### config.mk
export PLATFORM = sky130hd
export DESIGN_NAME = refresh_row_ext
export DESIGN_NICKNAME = d
export VERILOG_FILES = /design/src/rtl/refresh_ext_pkg.sv /design/src/rtl/refresh_cycle_detect.sv /design/src/rtl/row_source.sv /design/src/rtl/interval_watch.sv /design/src/rtl/refresh_row_ext.sv
export SDC_FILE = /design/constraint.sdc
export NUM_CORES = 1
export LEC_CHECK = 0
export BUFFER_PORTS_ARGS = -buffer_cell sky130_fd_sc_hd__buf_2
export CORE_MARGIN = 8
export CORE_UTILIZATION = 45
export CTS_CLUSTER_DIAMETER = 120
export DETAILED_ROUTE_END_ITERATION = 6
export HOLD_SLACK_MARGIN = 0.02
export PLACE_DENSITY = 0.65
export SLEW_MARGIN = 25
export SYNTH_ARGS = -nofsm -noshare
export SYNTH_HDL_FRONTEND = slang
export SYNTH_HIERARCHICAL = 1
export SYNTH_SLANG_ARGS = --single-unit
### constraint.sdc
create_clock -name clk -period 6.19 [get_ports clk]
set_clock_uncertainty 0.2 [all_clocks]
set_input_delay 1.238 -clock clk [delete_from_list [all_inputs] [get_ports clk]]
set_output_delay 1.238 -clock clk [all_outputs]
set_load 0.005 [all_outputs]
### src/rtl/refresh_ext_pkg.sv
package refresh_ext_pkg;
    localparam int ROW_BITS = 8;

    typedef enum logic {
        SRC_EXTEND  = 1'b0,
        SRC_COUNTER = 1'b1
    } row_src_e;
endpackage

### src/rtl/refresh_cycle_detect.sv
module refresh_cycle_detect (
    input  logic clk,
    input  logic rst_n,
    input  logic req_refresh,
    input  logic req_mem,
    output logic cyc_now,
    output logic cyc_start,
    output logic strobe
);
    typedef struct packed {
        logic active;
    } det_state_t;

    det_state_t st_d, st_q;

    always_comb begin
        cyc_now      = req_refresh & req_mem;
        st_d.active  = cyc_now;
        cyc_start    = cyc_now & ~st_q.active;
        strobe       = st_q.active;
    end

    always_ff @(posedge clk) begin
        if (!rst_n) st_q <= '0;
        else        st_q <= st_d;
    end

    // a cycle start is a single-cycle event
    p_start_single_r3: assert property (@(posedge clk) disable iff (!rst_n)
        cyc_start |=> !cyc_start);
endmodule

### src/rtl/row_source.sv
module row_source
    import refresh_ext_pkg::*;
#(
    parameter int ROW_W = ROW_BITS
) (
    input  logic             clk,
    input  logic             rst_n,
    input  logic             cyc_now,
    input  logic             cyc_start,
    input  row_src_e         mode_in,
    input  logic [ROW_W-2:0] cpu_row,
    output logic [ROW_W-1:0] row_out,
    output logic [ROW_W-1:0] issue_row
);
    localparam int LOW_W = ROW_W - 1;

    typedef struct packed {
        logic             top;
        logic [LOW_W-1:0] last_low;
        logic [ROW_W-1:0] next_cnt;
        row_src_e         mode;
        logic [ROW_W-1:0] row;
    } src_state_t;

    src_state_t st_d, st_q;
    logic       wrap;
    logic       top_next;

    always_comb begin
        st_d     = st_q;
        wrap     = (cpu_row < st_q.last_low);
        top_next = st_q.top ^ wrap;
        if (st_q.mode == SRC_COUNTER) issue_row = st_q.next_cnt;
        else                          issue_row = {top_next, cpu_row};
        if (!cyc_now) st_d.mode = mode_in;
        if (cyc_start) begin
            st_d.top      = top_next;
            st_d.last_low = cpu_row;
            st_d.row      = issue_row;
            st_d.next_cnt = issue_row + 1'b1;
        end
        row_out = st_q.row;
    end

    always_ff @(posedge clk) begin
        if (!rst_n) begin
            st_q      <= '0;
            st_q.mode <= SRC_EXTEND;
        end else begin
            st_q <= st_d;
        end
    end

    // counter wraps from all-ones to zero
    p_cnt_wrap_r5: assert property (@(posedge clk) disable iff (!rst_n)
        (cyc_start && st_q.mode == SRC_COUNTER && st_q.next_cnt == '1)
        |=> (st_q.row == '1 && st_q.next_cnt == '0));

    // a processor wrap flips the top bit
    p_top_toggle_r2: assert property (@(posedge clk) disable iff (!rst_n)
        (cyc_start && wrap) |=> (st_q.top != $past(st_q.top)));

    // mode is frozen while a refresh cycle continues
    p_mode_frozen_r6: assert property (@(posedge clk) disable iff (!rst_n)
        (cyc_now && $past(cyc_now)) |-> $stable(st_q.mode));
endmodule

### src/rtl/interval_watch.sv
module interval_watch #(
    parameter int unsigned LIMIT_CYCLES = 3200000
) (
    input  logic clk,
    input  logic rst_n,
    input  logic zero_hit,
    output logic violation
);
    localparam int CW = $clog2(LIMIT_CYCLES + 1);
    localparam logic [CW-1:0] LIM = CW'(LIMIT_CYCLES);

    typedef struct packed {
        logic [CW-1:0] elapsed;
    } wd_state_t;

    wd_state_t st_d, st_q;

    always_comb begin
        st_d = st_q;
        if (zero_hit)                 st_d.elapsed = '0;
        else if (st_q.elapsed != LIM) st_d.elapsed = st_q.elapsed + 1'b1;
        violation = (st_q.elapsed == LIM);
    end

    always_ff @(posedge clk) begin
        if (!rst_n) st_q <= '0;
        else        st_q <= st_d;
    end

    // elapsed count saturates at the budget
    p_elapsed_cap_r9: assert property (@(posedge clk) disable iff (!rst_n)
        st_q.elapsed <= LIM);

    // issuing row 0 clears the flag on the next edge
    p_flag_clear_r9: assert property (@(posedge clk) disable iff (!rst_n)
        zero_hit |=> !violation);
endmodule

### src/rtl/refresh_row_ext.sv
module refresh_row_ext
    import refresh_ext_pkg::*;
#(
    parameter int          ROW_W        = ROW_BITS,
    parameter int unsigned CLK_HZ       = 50000000,
    parameter int unsigned INTERVAL_MS  = 64,
    parameter int unsigned LIMIT_CYCLES = CLK_HZ / 1000 * INTERVAL_MS
) (
    input  logic             clk,
    input  logic             rst_n,
    input  logic             bus_refresh,
    input  logic             bus_memreq,
    input  logic             mode_sel,
    input  logic [ROW_W-2:0] cpu_row,
    output logic [ROW_W-1:0] row_addr,
    output logic             row_strobe,
    output logic             interval_violation
);
    logic             cyc_now;
    logic             cyc_start;
    logic [ROW_W-1:0] issue_row;
    logic             zero_hit;

    refresh_cycle_detect u_detect (
        .clk         (clk),
        .rst_n       (rst_n),
        .req_refresh (bus_refresh),
        .req_mem     (bus_memreq),
        .cyc_now     (cyc_now),
        .cyc_start   (cyc_start),
        .strobe      (row_strobe)
    );

    row_source #(.ROW_W(ROW_W)) u_source (
        .clk       (clk),
        .rst_n     (rst_n),
        .cyc_now   (cyc_now),
        .cyc_start (cyc_start),
        .mode_in   (row_src_e'(mode_sel)),
        .cpu_row   (cpu_row),
        .row_out   (row_addr),
        .issue_row (issue_row)
    );

    assign zero_hit = cyc_start && (issue_row == '0);

    interval_watch #(.LIMIT_CYCLES(LIMIT_CYCLES)) u_watch (
        .clk       (clk),
        .rst_n     (rst_n),
        .zero_hit  (zero_hit),
        .violation (interval_violation)
    );

    // the address moves only together with a rising qualifier
    p_hold_addr_r4: assert property (@(posedge clk) disable iff (!rst_n)
        !$rose(row_strobe) |-> $stable(row_addr));

    // without the refresh indicator no qualifier follows
    p_idle_low_r1: assert property (@(posedge clk) disable iff (!rst_n)
        !bus_refresh |=> !row_strobe);
endmodule

# After elaboration in Yosys (flattened, before gate mapping)
# Index checks and enable logic that the tools add are counted.
# op_classes
add_sub_neg	2
magnitude_cmp	1
n_eq_ne	2
muxes	1
bitwise_logic	5
reduce_logical	3
# ops
op	count
$add A22 B1 Y22 const B	1
$eq A22 B22 Y1 const B	1
$ne A22 B22 Y1 const B	1
$add A8 B1 Y8 const B	1
$logic_not A8 Y1	1
$mux W8	1
$lt A7 B7 Y1	1
$and A1 B1 Y1	2
$not A1 Y1	2
$reduce_or A2 Y1	1
$logic_and A1 B1 Y1	1
$xor A1 B1 Y1	1
# totals
ff_bits	48
in_bits	12
out_inout_bits	10
word_cells	21

# Longest topological paths before layout
# depth
word_depth	6
depth_mapped	15

# Cells and area by module
# Netlist, hierarchy kept.
# modules_own_cells
mod	instances	cells_per_inst	area_per_inst_um2	seq_area_each_um2
row_source	1	157	1487.7	500.5
interval_watch	1	125	1058.5	440.4
refresh_cycle_detect	1	4	42.5	20.0
refresh_row_ext	1	3	28.8	0.0

# Worst setup path after synthesis
# OpenSTA, ideal clock, no wires.
# synth_timing
path_type	in2reg
startpoint	in cpu_row[2]
endpoint	reg u_watch/st_q[11] (netlist bit)
setup_time_ps	128
t_arrival_ps	3695
required_time_ps	5862
path_slack_ps	2167
cell_stages	13
n_path_buf	2
path_cell_list	ha_1 > a21oi_1 > o21ai_0 > a21oi_2 > xor2_1 > nor2_1 > a21oi_1 > or4b_1 > nor4_2 > nand2b_1 > clkbuf_1 > clkbuf_1 > nor2_1
# synth_via
elab_chain_cells	6
# synth_lines
item	line_no	source
start, declared	refresh_row_ext.sv:14	input logic [ROW_W-2:0] cpu_row,
$lt A7 B7 Y1	row_source.sv:31	wrap = (cpu_row < st_q.last_low);
$xor A1 B1 Y1	row_source.sv:32	top_next = st_q.top ^ wrap;
$mux W8	row_source.sv:33	if (st_q.mode == SRC_COUNTER) issue_row = st_q.next_cnt;
net issue_row[7]	refresh_row_ext.sv:21	logic [ROW_W-1:0] issue_row;
$logic_not A8 Y1	refresh_row_ext.sv:45	assign zero_hit = cyc_start && (issue_row == '0);
$logic_and A1 B1 Y1	refresh_row_ext.sv:45	
net zero_hit	refresh_row_ext.sv:22	logic zero_hit;
$reduce_or A2 Y1 (no source line)	n/a	
end signal, assigned	interval_watch.sv:27	else st_q <= st_d;
end, declared	interval_watch.sv:16	wd_state_t st_d, st_q;
# The timed path passes the listed nets, and every way through them passes these cells.
# A chain may end at the register's enable or synchronous reset.

# Worst setup path in the final report
# layout_timing
startpoint	in cpu_row[2]
endpoint	reg u_watch/st_q[15] (netlist bit)
# The elaborated chain is that of the path after synthesis.

==> results by group <==
Routing
  – Routed wire length: 4.829 mm
  – Antenna Nets Post-Route: 0
  – # DRC: 0
  – Vias: 1967
  – DR WL/cell: 13.05 um
  – DRT Pass-1 Iters: 5
  – Initial DRC count: 68
  – Routed vias/inst: 5.316

Power and ir drop
  – Pwr/cell area: 235.6 nW/um2
  – Clock power frac: 39.3%
  – Worst IR Drop VDD: 0.0001008 V
  – Leakage: 1.129 nW
  – Sw Ratio: 22.76%
  – Internal power: 0.5153 mW
  – Sw Pwr: 0.1518 mW
  – Sequential share of power: 49.4%
  – Combinational share of power: 11.3%
  – Total power: 0.6671 mW

CTS
  – Clk sink count: 48
  – Clk slew on worst S/H paths: 0.08 ns
  – Hold buffer count at CTS: 0
  – Clk Latency, worst-skew pair: 0.30 ns
  – Post-CTS sizing: 0
  – Post CTS Setup Buffer Count: 0
  – CTS tree: done
  – CTS buffer count: 5
  – CTS max path bufs: 2
  – Root buf cell: clkbuf_8
  – H-tree Lvls: 2

Critical path
  – WS Path Type: input port to flip-flop
  – Crit path launch type: input port
  – Critical path endpoint category: flip-flop
  – Crit Path Max Fanout: 20
  – Crit path arrival time: 4.27 ns
  – CP Data Required Time: 6.18 ns

Yosys
  – Yosys cell types: 60
  – Mapped Area: 2618 um2
  – Largest family of logic cells by synthesized area: simple AND/OR/NAND/NOR gates
  – Mapped Cells: 289
  – Xor and xnor fraction of the mapped netlist area: 6.549%
  – Share of the synthesized area in the top cell type: 36.71%
  – Simple-gate portion of the synthesized area: 25.81%
  – Synth Area in Adders: 4.302%
  – Synth Net Count: 310
  – Sequential-to-total area share from yosys stat: 36.71%
  – Post-synthesis mux area share: 9.034%
  – Area leader, netlist: dfxtp_1
  – Yosys reg bits: 48
  – Avg Cell Area, Syn: 9.057 um2
  – Warnings, synthesis: 6
  – Synth area leaders: dfxtp_1, mux2i_1, xnor2_1
  – Top_reg_cell synth: dfxtp_1
  – Async set-reset flop share out of synthesis: 0%
  – Compound-Gate Fraction of Synth Area: 10.56%
  – Post-synth EDFFs: 0

Timing
  – Hold Vio Cnt, Final: 0
  – Final min period: 4.273 ns
  – Setup-failing EPs final: 0
  – Max Clock Freq: 234.1 MHz
  – Hold Slack: 0.2785 ns
  – Worst Tran Pin Value: 0.7966 ns
  – Unrepaired setup endpoints after global routing: false
  – Fin. max-slew vios: 0
  – Crit share post-route: 69.02%
  – Setup TNS Final: 0 ns
  – Worst rel slew slack: 46.82%
  – Slack of the critical path: 1.917 ns

Global route
  – Global-route wire length before repair: 8.314 mm
  – Pin count of the biggest net entering global routing: 35
  – Gr usage total: 11.83%
  – Initial antenna violation count: 0
  – GRT overflow: 0
  – Vias in the first global route: 1913

Floorplan
  – Core Rows: 27
  – Die area: 8513 um2
  – Die Span Y: 92.27 um
  – Starting Density: 46.96%
  – Ports: 22
  – Die X: 92.27 um
  – Core ar.: 5574 um2

Final layout
  – Layout cell share with drive strength beyond 1: 16.11%
  – Most common cell after layout, fill and taps aside: dfxtp_1
  – Area Growth Syn to Fin: 8.174%
  – Post-layout nets: 319
  – Commonest cells after routing, fill and taps aside: dfxtp_1, nand2_1, buf_2
  – Antenna Cells: 0

Outcome
  – Outcome: finished, final reports clean

Job
  – Max cap viols: 0

Placement
  – Port buffer count: 21
  – Place WS: 1.605 ns
  – Routability cong.: 0.7842
  – Post-DP HPWL: 3.389 mm

Worst hold path
  – Min-Delay Path Class: flip-flop to flip-flop
[layout make-up]
type                       count  area (um2)
tap                           72       90.09
fill                         516        2743
timing repair buffer          22       112.6
multi-input combinational    205        1479
inverter                      16       60.06
clock buffer                   5       68.82
sequential                    48       960.9
clock inverter                 2       60.06
[critical path, cell delays in order]
cell	delay [ns]
buf_2	0.13
ha_1	0.31
a21oi_1	0.14
o21ai_0	0.12
a21oi_2	0.22
xor2_1	0.09
nor2_1	0.13
a21oi_1	0.05
or4b_1	0.54
nor4_2	0.29
nand2b_1	0.65
nor2_1	0.08
a31o_2	0.26
[through the flow]
| step | cell area (um2) | std cells | utilization (%) |
|---|---|---|---|
| floorplan | 2618 | 289 | - |
| global placement | 2696 | 363 | 48.37 |
| detailed placement | 2703 | 363 | 48.48 |
| CTS | 2831 | 370 | 50.80 |
| global route | 2831 | 370 | 50.80 |
| finish | 2831 | 370 | 50.80 |
[metal layers]
metal	wire (um)	GRT usage (%)	up-vias	share of wire [%]
met1	2200	13.02	912	46
met4	23	4.564	0	0.48
met5	0	0	-	0
li1	-	-	1022	-
met3	203	4.156	2	4.2
met2	2402	20.38	31	50
[Yosys cell counts (6+ instances only)]
cell type  number
mux2i_1        20
a21oi_1         9
nand2b_1        6
dfxtp_1        48
buf_4           8
o21ai_0         8
nor2_1         18
nand3_1        10
nor2b_1        17
nand2_1        24
nor4_1          6
xnor2_1        13
clkbuf_1        8
ha_1            9
inv_1          16
[cells by family (layout without fill, tap and decap cells)]
logic type | Yosys count | count (layout)
and+or+nand+nor | 116 | 116
DFF | 48 | 48
AOI/OAI and AO/OA | 39 | 39
buffers and inverters | 36 | 45
muxes | 23 | 23
xor gates and xnor gates | 18 | 18
adders and majority gates | 9 | 9
[registers in the layout (all words and copies together), names as in the netlist]
name / count
u_detect/strobe: 1
u_watch/st_q: 22
u_source/row_out: 8
u_source/st_q: 17
[final timing paths]
| path | startpoint | to | slack (ns) | cells after the start |
|---|---|---|---|---|
| hold / removal | u_source/row_out[5] | u_source/row_out[5] | 0.28 | 1 |
| setup / recovery | cpu_row[2] | u_watch/st_q[15] | 1.92 | 13 |
| hold reg to reg | u_source/row_out[5] | u_source/row_out[5] | 0.28 | 1 |
| setup reg to reg | u_source/st_q[19] | u_watch/st_q[15] | 2.64 | 13 |
[power by group through the flow]
stage / logic [mW] / registers (mW) / clock network [mW]
2_1_floorplan: 0.0639 / 0.333 / 0
3_3_place_gp: 0.0755 / 0.336 / 0
3_5_place_dp: 0.0760 / 0.337 / 0
4_1_cts: 0.0766 / 0.330 / 0.270
5_1_grt: 0.0858 / 0.332 / 0.282
6_report: 0.0754 / 0.330 / 0.262
No activity file was read; power rests on OpenSTA's default activity.
